### config.mk
export PLATFORM = sky130hd
export DESIGN_NAME = xor_chain_tester
export DESIGN_NICKNAME = d
export VERILOG_FILES = /design/src/rtl/xor_chain_tester.sv
export SDC_FILE = /design/constraint.sdc
export NUM_CORES = 1
export LEC_CHECK = 0
export CORE_AREA = 4 4 80 82
export DETAILED_ROUTE_END_ITERATION = 8
export DIE_AREA = 0 0 84 86
export DONT_BUFFER_PORTS = 1
export HOLD_SLACK_MARGIN = 0.12
export PLACE_DENSITY = 0.51
export SYNTH_ARGS = -nofsm -noshare
export SYNTH_HDL_FRONTEND = slang
export SYNTH_SLANG_ARGS = --single-unit
export TNS_END_PERCENT = 20
### constraint.sdc
create_clock -name clk -period 2 [get_ports clk]
set_input_delay 0.4 -clock clk [delete_from_list [all_inputs] [get_ports clk]]
set_output_delay 0.4 -clock clk [all_outputs]
set_load 0.1 [all_outputs]
### src/rtl/xor_chain_tester.sv
module xor_chain_tester #(
  parameter int NUM_GRP = 14,
  parameter int GRP_W   = 8,
  parameter int LANES   = 16
) (
  input  logic                     clk,
  input  logic                     pwr_good,
  input  logic [2:0]               strap_bsel,
  input  logic                     strap_xtest,
  input  logic                     strap_wide,
  input  logic                     strap_rev,
  input  logic [NUM_GRP*GRP_W-1:0] grp_pads,
  input  logic [LANES-1:0]         rx_p,
  input  logic [LANES-1:0]         rx_n,
  input  logic [LANES-1:0]         tx_p,
  input  logic [LANES-1:0]         tx_n,
  output logic                     test_mode,
  output logic [NUM_GRP:0]         chain_out,
  output logic [NUM_GRP:0]         chain_oe
);
  localparam int NCH  = NUM_GRP + 1;
  localparam int HALF = LANES / 2;

  logic armed_q, mode_q, wide_q, rev_q;
  logic [LANES-1:0] lane_en, lane_bits;
  logic [NCH-1:0]   raw;
  logic             unused_bsel;

  assign unused_bsel = ^strap_bsel[2:1];

  always_ff @(posedge clk or negedge pwr_good) begin
    if (!pwr_good) begin
      armed_q <= 1'b0;
      mode_q  <= 1'b0;
      wide_q  <= 1'b0;
      rev_q   <= 1'b0;
    end else if (!armed_q) begin
      armed_q <= 1'b1;
      mode_q  <= strap_bsel[0] & ~strap_xtest;
      wide_q  <= strap_wide;
      rev_q   <= strap_rev;
    end
  end

  for (genvar l = 0; l < LANES; l++) begin : g_lane
    if (l < HALF) begin : g_lo
      assign lane_en[l] = wide_q | rev_q;
    end else begin : g_hi
      assign lane_en[l] = wide_q | ~rev_q;
    end
  end

  assign lane_bits = (rx_p ^ rx_n ^ tx_p ^ tx_n) & lane_en;

  for (genvar g = 0; g < NUM_GRP; g++) begin : g_chain
    assign raw[g] = ~^grp_pads[g*GRP_W +: GRP_W];
  end
  assign raw[NUM_GRP] = ~^lane_bits;

  assign test_mode = mode_q;
  assign chain_out = mode_q ? raw : '0;
  assign chain_oe  = {NCH{mode_q}};
endmodule


* Word level (Yosys, flattened, before mapping) *
Index checks and enable logic that the tools add are counted.

storage, ports and cells
  input port bits = 184
  bits in registers = 4
  output and inout port bits = 31

cells by class
  reductions and logical operators = 15
  bitwise logic cells = 9
  mux-type cells = 1

operators by type and width
  kind                   count
  8-bit XNOR reduction   14
  16-bit bitwise XOR     3
  16-bit bitwise AND     1
  16-bit XNOR reduction  1
  15-bit 2-to-1 mux      1
  1-bit inverter         2
  1-bit bitwise OR       2
  1-bit bitwise AND      1

* Logic depth before layout (Yosys ltp) *
  depth after elaboration = 6
  mapped depth = 7
  gate-level depth less buffers = 7

* Worst setup path before layout *
Ideal clock, no wire load.

  kind = flip-flop to output port
  from = register mode_q, in the netlist test_mode
  to = output chain_out[14]
  arrival time = 3440 ps
  required time = 1600 ps
  path buffers = 0
  slack = -1840 ps
  stages on the path, launching flop included = 3
  cells stage by stage = dfrtp_1 > o31ai_1 > nor3_1

between the ends
  longest elaborated chain between the ends = 1

ends and longest elaborated chain
  item                      line  text
  start: declaration        24    logic armed_q, mode_q, wide_q, rev_q;
  start signal: assignment  39    mode_q <= strap_bsel[0] & ~strap_xtest;
  15-bit 2-to-1 mux         61    assign chain_out = mode_q ? raw : '0;
  end: declaration          18    output logic [NUM_GRP:0] chain_out,

Every way passes these cells.

* Worst setup path after layout *
  from = input tx_p[15]
  to = output chain_out[14]

between the ends
  longest elaborated chain between the ends = 5

ends and longest elaborated chain
  item                             line  text
  start: declaration               15    input logic [LANES-1:0] tx_p,
  16-bit bitwise XOR (2 in a row)  53    assign lane_bits = (rx_p ^ rx_n ^ tx_p ^ tx_n) & lane_en;
  16-bit bitwise AND               53
  16-bit XNOR reduction            58    assign raw[NUM_GRP] = ~^lane_bits;
  15-bit 2-to-1 mux                61

Every way passes these cells.

==> results.json <==
{
  "status": "complete, but fails checks",
  "violations": "negative setup slack",
  "fp-row-count": 28,
  "ys_ff_latch": 4,
  "drt_iter0_drc": 4,
  "cts_sinks": 4,
  "fin_ws_ns": -0.2687,
  "dp_hpwl_microns": 3621,
  "min-delay-start": "strap_bsel[0]",
  "mostFrequentLayoutCells": "xnor2_1 (143), buf_12 (19), xnor2_2 (10), and2_1 (9)",
  "h-tree-depth": 1,
  "fin_setup_tns_ns": -0.2687,
  "cts_inserted_buffers": 3,
  "placed_area_sq_um": 2213,
  "critical_path_class": "input pin to output pin",
  "synth_area_per_cell_sq_um": 8.686,
  "ys_seq_area_share_pct": 5.594,
  "r2r-start": "test_mode$_DFFE_PN0N_",
  "synth_top_area_share_pct": 74.90,
  "rsz0062_at_grt": "yes",
  "firstDrtPassIters": 4,
  "gp_congestion": 0.6638,
  "start_util_pct": 31.14,
  "final_layout_size_suffix_gt1_share_pct": 23.29,
  "hold_path_end": "test_mode$_DFFE_PN0N_",
  "ff2ff_path_depth": 2,
  "end_kind": "output pin",
  "die_w_microns": 84,
  "clkSlewWorstSetupHoldPaths_ns": 0.03,
  "viasPerCell": 4.466,
  "ios": 215,
  "core_area_sq_um": 5746,
  "synth_fp_nets": 390,
  "num-nets-final": 404,
  "die_height_microns": 86,
  "crit_path_start_kind": "input pin",
  "synth_top_area_cell": "xnor2_1",
  "grt_max_degree": 25,
  "worstHoldPathType": "input pin to flip-flop",
  "irDropWorstVdd_mv": 0.4817,
  "grt_util_all_layers_pct": 9.206,
  "overflow": 0,
  "fp.dieArea_sq_um": 7224,
  "insertion_delay_ns": 0.22,
  "route.detailed.drc": 0,
  "final_common_cell": "xnor2_1",
  "root_buffer": "clkbuf_8",
  "n_antenna_cell": 0,
  "antenna_found_initial": 0,
  "regToRegEndpoint": "test_mode$_DFFE_PN0N_",
  "cellLeakagePower_nw": 0.7525,
  "cap_violations": 0,
  "max-slew-margin-rel_pct": 63.79,
  "setup_viol": 1,
  "grt_pass1_wl_microns": 5533,
  "yosysUniqueCellTypes": 15,
  "rrSetupSlack_ns": 1.11,
  "grt_pass1_vias": 1294,
  "period_needed_ns": 2.269,
  "wl_per_cell_microns": 13.33,
  "synth_cells": 206,
  "ys_top_cells_by_area": "xnor2_1 (75%), buf_4 (6.3%), dfrtp_1 (5.6%)",
  "post-route-period-util_pct": 113.4,
  "vias": 1313,
  "fin_util_pct": 41.57,
  "yosys_warnings": 0,
  "fmax_ghz": 0.4408,
  "cts_buffer_depth": 2,
  "ant_nets": 0,
  "crit_required_ns": 1.60,
  "min_path_cells": 2,
  "tightestPinTransition_ns": 0.5476,
  "wirelength_microns": 3919,
  "cts_tree": "built",
  "hold_viol_final": 0,
  "portBuffers": 0,
  "syn_area_sq_um": 1789,
  "finalMaxSlewViolations": 0,
  "post-route-cell-area_sq_um": 2389,
  "p_per_area_nw_per_um2": 908.7,
  "critPathArrivalTime_ns": 1.87,
  "cp_max_fo": 3,
  "area_growth_pct": 33.50,
  "clock_skew_ns": 0.003727
}
stage by stage:
step,hold WS (ns),setup WS (ns),power [mW],instances
after floorplan,0.1044,-0.5504,1.505,206
after global placement,0.1045,-0.3309,1.865,290
after detailed placement,0.1045,-0.3391,1.871,290
after CTS,0.3273,-0.2727,2.047,293
after global routing,0.3236,-0.3440,2.283,294
final,0.3301,-0.2687,2.170,294
metal layers:
| layer | part of all wire [%] | vias to the layer above | track usage, % |
|---|---|---|---|
| met1 | 28 | 581 | 8.477 |
| met4 | 1.1 | 0 | 3.216 |
| met2 | 59 | 94 | 18.87 |
| met5 | 0 | - | 0 |
| li1 | - | 631 | - |
| met3 | 12 | 7 | 2.786 |
logic make-up (layout without fill, tap and decap cells):
family	Yosys count	after routing	share of synthesized area, %
xor+xnor	161	161	78.81
flops	4	4	5.595
buf+inv	16	29	6.503
mux	2	2	1.259
simple gates	19	19	6.364
other cells	1	1	0.2096
compound gates	3	3	1.259
synth_stat cells (all sizes together):
master and count:
clkbuf 1, nor2b 1, o211a 1, dfrtp 4, nand2b 1, o31ai 1
xor2 8, buf 15, o21ai 1, and2 14, conb 1, mux2 2
nor3 2, xnor2 153, nand2 1
where the power goes:
group	switching [mW]	internal (mW)	total, mW
clock network	0.0453	0.136	0.182
logic	1.06	0.821	1.88
registers	0.0190	0.0892	0.108
state kept, by name (all words and copies together), names as in the netlist:
signal	flops
rev_q	1
armed_q	1
test_mode	1
wide_q	1
how the worst max path moves through the flow:
stage,cells after the start,to,start
global placement,9,chain_out[14],tx_p[1]
detailed placement,9,chain_out[14],tx_p[1]
global route,9,chain_out[14],tx_p[15]
floorplan,7,chain_out[14],tx_p[7]
finish,9,chain_out[14],tx_p[15]
CTS,8,chain_out[14],tx_p[1]
critical path: stages:
cell	delay, ns
xor2_4	0.17
xnor2_2	0.18
xnor2_1	0.15
xnor2_1	0.17
xnor2_1	0.14
buf_4	0.16
o31ai_4	0.06
nor3_4	0.23
buf_12	0.20
area by class of cell:
| class | instances | area, sq um |
|---|---|---|
| fill | 567 | 3357 |
| clock buffer | 4 | 45.04 |
| tap | 75 | 93.84 |
| timing repair buffer | 25 | 427.9 |
| sequential | 4 | 103.9 |
| multi-input combinational | 186 | 1718 |
timing repair:
item	4_1_cts	5_1_grt
resized for setup	6	11
buffers inserted	0	1
hold buffers	1	0
pin swaps	13	14
hold endpoints to repair	4	0
endpoints found under the setup margin	1	1
Note: power is estimated with default switching activity, not from simulation.
